File: src/rtl/intc_pkg.sv
package intc_pkg;

  typedef enum logic [1:0] {
    TRIG_LOW  = 2'b00,
    TRIG_HIGH = 2'b01,
    TRIG_FALL = 2'b10,
    TRIG_RISE = 2'b11
  } trig_e;

  localparam int ADR_CTRL   = 0;
  localparam int ADR_THRESH = 1;
  localparam int ADR_STATUS = 2;
  localparam int ADR_ECLR   = 3;
  localparam int ADR_MODE   = 8;
  localparam int ADR_LEVEL  = 16;
  localparam int NONE_BIT   = 16;
  localparam int CLR_GROUP  = 32;
  localparam int CLR_HALF   = 16;

  function automatic logic trig_is_edge(input logic [1:0] m);
    return m[1];
  endfunction

  function automatic logic level_active(input logic [1:0] m, input logic v);
    return m[0] ? v : ~v;
  endfunction

  function automatic logic edge_seen(input logic [1:0] m, input logic now, input logic was);
    return m[1] && (m[0] ? (now && !was) : (!now && was));
  endfunction

  function automatic int mode_word(input int s, input int per_word);
    return ADR_MODE + s / per_word;
  endfunction

  function automatic int level_word(input int s, input int per_word);
    return ADR_LEVEL + s / per_word;
  endfunction

  function automatic int clr_word(input int s);
    return ADR_ECLR + s / CLR_GROUP;
  endfunction

  function automatic int clr_lane(input int s);
    return (s % CLR_GROUP) / CLR_HALF;
  endfunction

endpackage

File: src/rtl/intc_cond.sv
module intc_cond
  import intc_pkg::*;
(
  input  logic       clk,
  input  logic       rst_n,
  input  logic       raw,
  input  logic [1:0] mode,
  input  logic       clr,
  output logic       pend
);
  logic sync1, sync2, prev, latch_q;
  logic hit;

  assign hit = edge_seen(mode, sync2, prev);

  always_ff @(posedge clk or negedge rst_n) begin
    if (!rst_n) begin
      sync1   <= 1'b0;
      sync2   <= 1'b0;
      prev    <= 1'b0;
      latch_q <= 1'b0;
    end else begin
      sync1 <= raw;
      sync2 <= sync1;
      prev  <= sync2;
      if (!trig_is_edge(mode)) latch_q <= 1'b0;
      else if (hit)            latch_q <= 1'b1;   // new event outranks a clear
      else if (clr)            latch_q <= 1'b0;
    end
  end

  assign pend = trig_is_edge(mode) ? latch_q : level_active(mode, sync2);
endmodule

File: src/rtl/intc_regs.sv
module intc_regs
  import intc_pkg::*;
#(
  parameter int NSRC = 64,
  parameter int PW   = 3,
  parameter int DW   = 32,
  parameter int AW   = 6
) (
  input  logic              clk,
  input  logic              rst_n,
  input  logic              wr,
  input  logic [AW-1:0]     addr,
  input  logic [DW-1:0]     wdata,
  input  logic [DW-1:0]     status,
  output logic [DW-1:0]     rdata,
  output logic              en,
  output logic [PW-1:0]     thr,
  output logic [NSRC*PW-1:0] prio_flat,
  output logic [NSRC*2-1:0] mode_flat,
  output logic [NSRC-1:0]   clr_vec
);
  localparam int MPR = DW / 2;
  localparam int LPR = DW / 8;

  logic [1:0]    mode_q [NSRC];
  logic [PW-1:0] prio_q [NSRC];

  always_ff @(posedge clk or negedge rst_n) begin
    if (!rst_n) begin
      en  <= 1'b0;
      thr <= '0;
    end else if (wr) begin
      if (int'(addr) == ADR_CTRL)   en  <= wdata[0];
      if (int'(addr) == ADR_THRESH) thr <= wdata[PW-1:0];
    end
  end

  for (genvar s = 0; s < NSRC; s++) begin : g_src
    localparam int LN = clr_lane(s);
    always_ff @(posedge clk or negedge rst_n) begin
      if (!rst_n) begin
        mode_q[s] <= TRIG_LOW;
        prio_q[s] <= '0;
      end else if (wr) begin
        if (int'(addr) == mode_word(s, MPR))  mode_q[s] <= wdata[2*(s%MPR) +: 2];
        if (int'(addr) == level_word(s, LPR)) prio_q[s] <= wdata[8*(s%LPR) +: PW];
      end
    end
    assign mode_flat[2*s +: 2]  = mode_q[s];
    assign prio_flat[s*PW +: PW] = prio_q[s];
    assign clr_vec[s] = wr && (int'(addr) == clr_word(s)) && wdata[8 + 16*LN]
                        && (wdata[16*LN +: 4] == 4'(s % CLR_HALF));
  end

  always_comb begin
    rdata = '0;
    if (int'(addr) == ADR_CTRL)   rdata[0] = en;
    if (int'(addr) == ADR_THRESH) rdata[PW-1:0] = thr;
    if (int'(addr) == ADR_STATUS) rdata = status;
    for (int s = 0; s < NSRC; s++) begin
      if (int'(addr) == mode_word(s, MPR))  rdata[2*(s%MPR) +: 2]  = mode_q[s];
      if (int'(addr) == level_word(s, LPR)) rdata[8*(s%LPR) +: PW] = prio_q[s];
    end
  end
endmodule

File: src/rtl/intc_arb.sv
module intc_arb #(
  parameter int NSRC = 64,
  parameter int PW   = 3,
  localparam int IW  = $clog2(NSRC)
) (
  input  logic               en,
  input  logic [PW-1:0]      thr,
  input  logic [NSRC-1:0]    pend,
  input  logic [NSRC*PW-1:0] prio_flat,
  output logic [NSRC-1:0]    elig,
  output logic               found,
  output logic [IW-1:0]      win_idx,
  output logic [PW-1:0]      win_prio
);
  logic any;

  assign elig[0] = 1'b0;   // slot 0 is a placeholder
  for (genvar s = 1; s < NSRC; s++) begin : g_elig
    assign elig[s] = pend[s] && (prio_flat[s*PW +: PW] > thr);
  end

  always_comb begin
    any      = 1'b0;
    win_idx  = '0;
    win_prio = '0;
    for (int s = 1; s < NSRC; s++) begin
      if (elig[s] && (!any || prio_flat[s*PW +: PW] > win_prio)) begin
        any      = 1'b1;
        win_idx  = IW'(s);
        win_prio = prio_flat[s*PW +: PW];
      end
    end
  end

  assign found = en && any;
endmodule

File: src/rtl/intc_top.sv
module intc_top
  import intc_pkg::*;
(
  input  logic        clk,
  input  logic        rst_n,
  input  logic        bus_wr,
  input  logic [5:0]  bus_addr,
  input  logic [31:0] bus_wdata,
  output logic [31:0] bus_rdata,
  input  logic [63:0] src_in,
  output logic        irq_out
);
  localparam int NSRC = 64;
  localparam int PW   = 3;
  localparam int DW   = 32;
  localparam int AW   = 6;
  localparam int IW   = $clog2(NSRC);

  logic               en;
  logic [PW-1:0]      thr;
  logic [NSRC*PW-1:0] prio_flat;
  logic [NSRC*2-1:0]  mode_flat;
  logic [NSRC-1:0]    clr_vec, pend, elig;
  logic               found;
  logic [IW-1:0]      win_idx;
  logic [PW-1:0]      win_prio;
  logic [DW-1:0]      status;

  intc_regs #(.NSRC(NSRC), .PW(PW), .DW(DW), .AW(AW)) u_regs (
    .clk(clk), .rst_n(rst_n), .wr(bus_wr), .addr(bus_addr), .wdata(bus_wdata),
    .status(status), .rdata(bus_rdata), .en(en), .thr(thr),
    .prio_flat(prio_flat), .mode_flat(mode_flat), .clr_vec(clr_vec)
  );

  for (genvar s = 0; s < NSRC; s++) begin : g_cond
    intc_cond u_cond (
      .clk(clk), .rst_n(rst_n), .raw(src_in[s]),
      .mode(mode_flat[2*s +: 2]), .clr(clr_vec[s]), .pend(pend[s])
    );
  end

  intc_arb #(.NSRC(NSRC), .PW(PW)) u_arb (
    .en(en), .thr(thr), .pend(pend), .prio_flat(prio_flat),
    .elig(elig), .found(found), .win_idx(win_idx), .win_prio(win_prio)
  );

  always_comb begin
    status = '0;
    if (found) status[IW-1:0] = win_idx;
    else       status[NONE_BIT] = 1'b1;
  end

  assign irq_out = found;
endmodule

File: config.mk
export PLATFORM = sky130hd
export DESIGN_NAME = intc_top
export DESIGN_NICKNAME = d
export VERILOG_FILES = /design/src/rtl/intc_pkg.sv /design/src/rtl/intc_cond.sv /design/src/rtl/intc_regs.sv /design/src/rtl/intc_arb.sv /design/src/rtl/intc_top.sv
export SDC_FILE = /design/constraint.sdc
export NUM_CORES = 2
export LEC_CHECK = 0
export BUFFER_PORTS_ARGS = -buffer_cell sky130_fd_sc_hd__buf_4
export CORE_UTILIZATION = 50
export CTS_CLUSTER_SIZE = 8
export DETAILED_ROUTE_END_ITERATION = 10
export PLACE_DENSITY = 0.74
export RECOVER_POWER = 50
export REMOVE_ABC_BUFFERS = 1
export SETUP_SLACK_MARGIN = 0.2
export SLEW_MARGIN = 20
export SYNTH_ARGS = -nofsm -noshare
export SYNTH_HDL_FRONTEND = slang
export SYNTH_SLANG_ARGS = --single-unit
File: constraint.sdc
create_clock -name clk -period 146.8 [get_ports clk]
set_clock_uncertainty 0.2 [all_clocks]
set_input_delay 7.34 -clock clk [delete_from_list [all_inputs] [get_ports clk]]
set_output_delay 7.34 -clock clk [all_outputs]
set_load 0.01 [all_outputs]
==> flow_metrics.py <==
metrics = {
    "sta": {
        "period_share": 0.766,
        "fin_setup_tns_ns": 0,
        "fmax_mhz": 8.90,
        "final-hold-violation-count": 0,
        "rsz0062_at_grt": "false",
        "min_period_ns": 112.41,
        "slew_violations": 354,
        "max_slew.worst_pin.slew_ns": 6.29,
        "slew_headroom": -3.19,
        "finalSetupViolations": 0,
    },
    "route": {
        "routed_wl_mm": 128,
        "drt_pass1_iterations": 9,
        "ant_nets": 0,
        "drc": 12,
        "drt_iter0_drc": 3759,
        "vias": 32400,
        "vias_per_cell": 6.47,
        "wl_per_cell_um": 25.6,
    },
    "die": {
        "dieArea_mm2": 0.0752,
        "core_mm2": 0.0732,
        "io_pins": 138,
        "dieHeight_um": 274,
        "die_x_um": 274,
        "start_util": 0.506,
        "rows": 99,
    },
    "logic_synthesis": {
        "ys_async_sr_fraction": 1.00,
        "ys_warn_count": 0,
        "ys_seq_area_frac": 0.389,
        "syn_avg_cell_area_um2": 9.61,
        "ys_types": 99,
        "synth_area_mm2": 0.0371,
        "synth_top_flop_cell": "dfrtp_1",
        "ys_seq_elements": 576,
        "synth_edf_count": 0,
        "syn-instance-count": 3858,
    },
    "clocking": {
        "path_clk_slew_ns": 0.05,
        "numCtsBuffers": 83,
        "cts_root_buf": "clkbuf_16",
        "clockBufferDepth": 3,
        "htreeDepth": 3,
        "worstSkewPairLatency_ns": 0.64,
        "cts_resized": 0,
        "cts_sinks": 576,
        "hold_buffers": 0,
        "cts_tree": "built",
        "cts_setup_buffers": 0,
    },
    "setup_path": {
        "worst-r2r-setup-slack_ns": 144.94,
        "r2r_cells": 2,
        "required_ns": 139.26,
        "worst_setup_path_start_kind": "flop",
        "crit_top_cell": "a21oi_1",
        "r2r-end": "u_regs.thr[0]$_DFFE_PN0P_",
        "startpoint": "u_regs.thr[1]$_DFFE_PN0P_",
        "reg2reg_from": "u_regs.thr[0]$_DFFE_PN0P_",
        "critPathMaxStageDelay_ns": 0.71,
        "cp_max_fo": 20,
        "endpoint": "bus_rdata[5]",
        "path_delay_family": "compound AO/OA/AOI/OAI gates",
        "slowest_stage": "o311ai_1",
        "cp.arrival_ns": 104.87,
        "cp.buffers_inverters": 31,
        "path_class": "flop to output pin",
        "crit_path_end_kind": "output pin",
        "worst-path-stages": 507,
    },
    "run_status": {
        "status": "finished, violations left",
        "violations": "design-rule violations, max-capacitance violations, max-slew violations",
    },
    "worst_hold_path": {
        "hold_path_class": "flop to flop",
        "hold_path_startpoint": "g_cond[36].u_cond.sync1$_DFF_PN0_",
    },
    "placement": {
        "place_congestion": 1.01,
        "port-buffer-count": 136,
        "post-dp-hpwl_mm": 95.1,
    },
    "grt": {
        "overflow": 0,
        "grt_pass1_vias": 30600,
        "grt_pass1_wl_mm": 191,
        "antenna_found_initial": 8,
        "grt_usage": 0.340,
        "grt_start_max_net_pins": 111,
    },
    "job": {
        "drv_cap": 6,
    },
    "cells_and_area": {
        "drive_above_1_share": 0.172,
        "syn_to_final_growth_pct": 12.1,
        "fillerInstances": 6295,
        "nNetsFinal": 4454,
    },
}
## cells in the final DEF, fill, tap and decap left out, drive strengths merged, types with 48 or more instances in the layout
master	n
nand3	84
xor2	56
a21boi	78
dfrtp	576
a21oi	340
a21o	63
nor2b	52
buf	100
nor2	342
clkbuf	172
o21ai	213
inv	241
a311oi	48
a22oi	73
mux2	343
o21a	48
ha	321
nand2	314
## through the flow
step / instance area (um2) / hold WS [ns] / util / worst slack, ns / instances
final: 41600 / 0.139 / 0.568 / 34.39 / 5007
after global routing: 41500 / 0.139 / 0.567 / 25.32 / 5001
after CTS: 41600 / 0.137 / 0.568 / 35.90 / 5000
after detailed placement: 39300 / 0.135 / 0.536 / 36.91 / 4901
after global placement: 39300 / 0.132 / 0.536 / 37.86 / 4901
after floorplan: 36700 / 0.131 / - / 51.25 / 3763
## cell type report
cell class | instances | area, um2 | area share
multi-input combinational | 2947 | 21400 | 0.515
sequential | 576 | 14400 | 0.347
clock buffer | 92 | 2180 | 0.0525
clock inverter | 7 | 148 | 0.00355
inverter | 240 | 901 | 0.0217
timing repair buffer | 180 | 1290 | 0.0311
antenna | 6 | 15.0 | 0.000361
tap | 959 | 1200 | 0.0289
## registers in the layout, summed over array words and instances (netlist names)
| name | count |
|---|---|
| u_regs.prio_flat | 192 |
| u_regs.mode_flat | 128 |
| g_cond.u_cond.latch_q | 63 |
| g_cond.u_cond.prev | 63 |
| g_cond.u_cond.sync1 | 63 |
| g_cond.u_cond.sync2 | 63 |
| u_regs.thr | 3 |
| u_regs.en | 1 |
## worst reg2reg max path: stages (launching register included)
cell and delay [ns]:
dfrtp_2 0.77, buf_4 0.57, mux2_2 0.26
## worst min path at each step
stage	slack (ns)	cells after the start	endpoint
after floorplan	0.13	0	g_cond[10].u_cond.sync2$_DFF_PN0_
after global placement	0.13	0	g_cond[62].u_cond.sync2$_DFF_PN0_
after detailed placement	0.13	0	g_cond[18].u_cond.sync2$_DFF_PN0_
after CTS	0.14	0	g_cond[36].u_cond.sync2$_DFF_PN0_
after global routing	0.14	0	g_cond[30].u_cond.sync2$_DFF_PN0_
final	0.14	0	g_cond[36].u_cond.sync2$_DFF_PN0_
## synthesized netlist by cell type (26+ instances only)
cell	instances	share of area
a22oi_1	73	0.015
and2_1	42	0.0071
nor2b_1	52	0.0088
o21a_1	47	0.0095
a21o_1	62	0.013
clkbuf_1	78	0.0079
a311oi_1	46	0.011
ha_1	321	0.11
a31oi_1	27	0.0046
inv_1	239	0.024
dfrtp_1	576	0.39
nor2_1	342	0.035
mux2_2	342	0.10
nand3_1	84	0.011
xor2_1	56	0.013
or2_2	26	0.0044
o21ai_0	192	0.026
a21oi_1	337	0.046
nand2_1	314	0.032
a21boi_0	76	0.015
nand2b_1	38	0.0064
nor3_1	41	0.0055
## cell families (layout without fill, tap and decap cells)
kind of cell               count (synthesis)  after routing  synth area share
AOI/OAI and AO/OA                       1156           1156             0.208
and+or+nand+nor                         1032           1032             0.130
DFF                                      576            576             0.389
muxes                                    363            363             0.113
buffers and inverters                    335            519            0.0342
adders and majority gates                333            333             0.112
xor gates and xnor gates                  63             63            0.0149
other                                      0              6                 0
## layer usage
metal	vias to the layer above	track usage	share of wire	wire [um]
met5	-	0	0.00015	19
li1	14500	-	-	-
met4	4	0.163	0.055	7030
met1	15700	0.464	0.41	52500
met3	383	0.0772	0.11	13700
met2	1799	0.510	0.43	55100
Power is left out: the tool's default activity adds up to more than one toggle a clock period on the data nets, which glitch-free logic cannot reach.
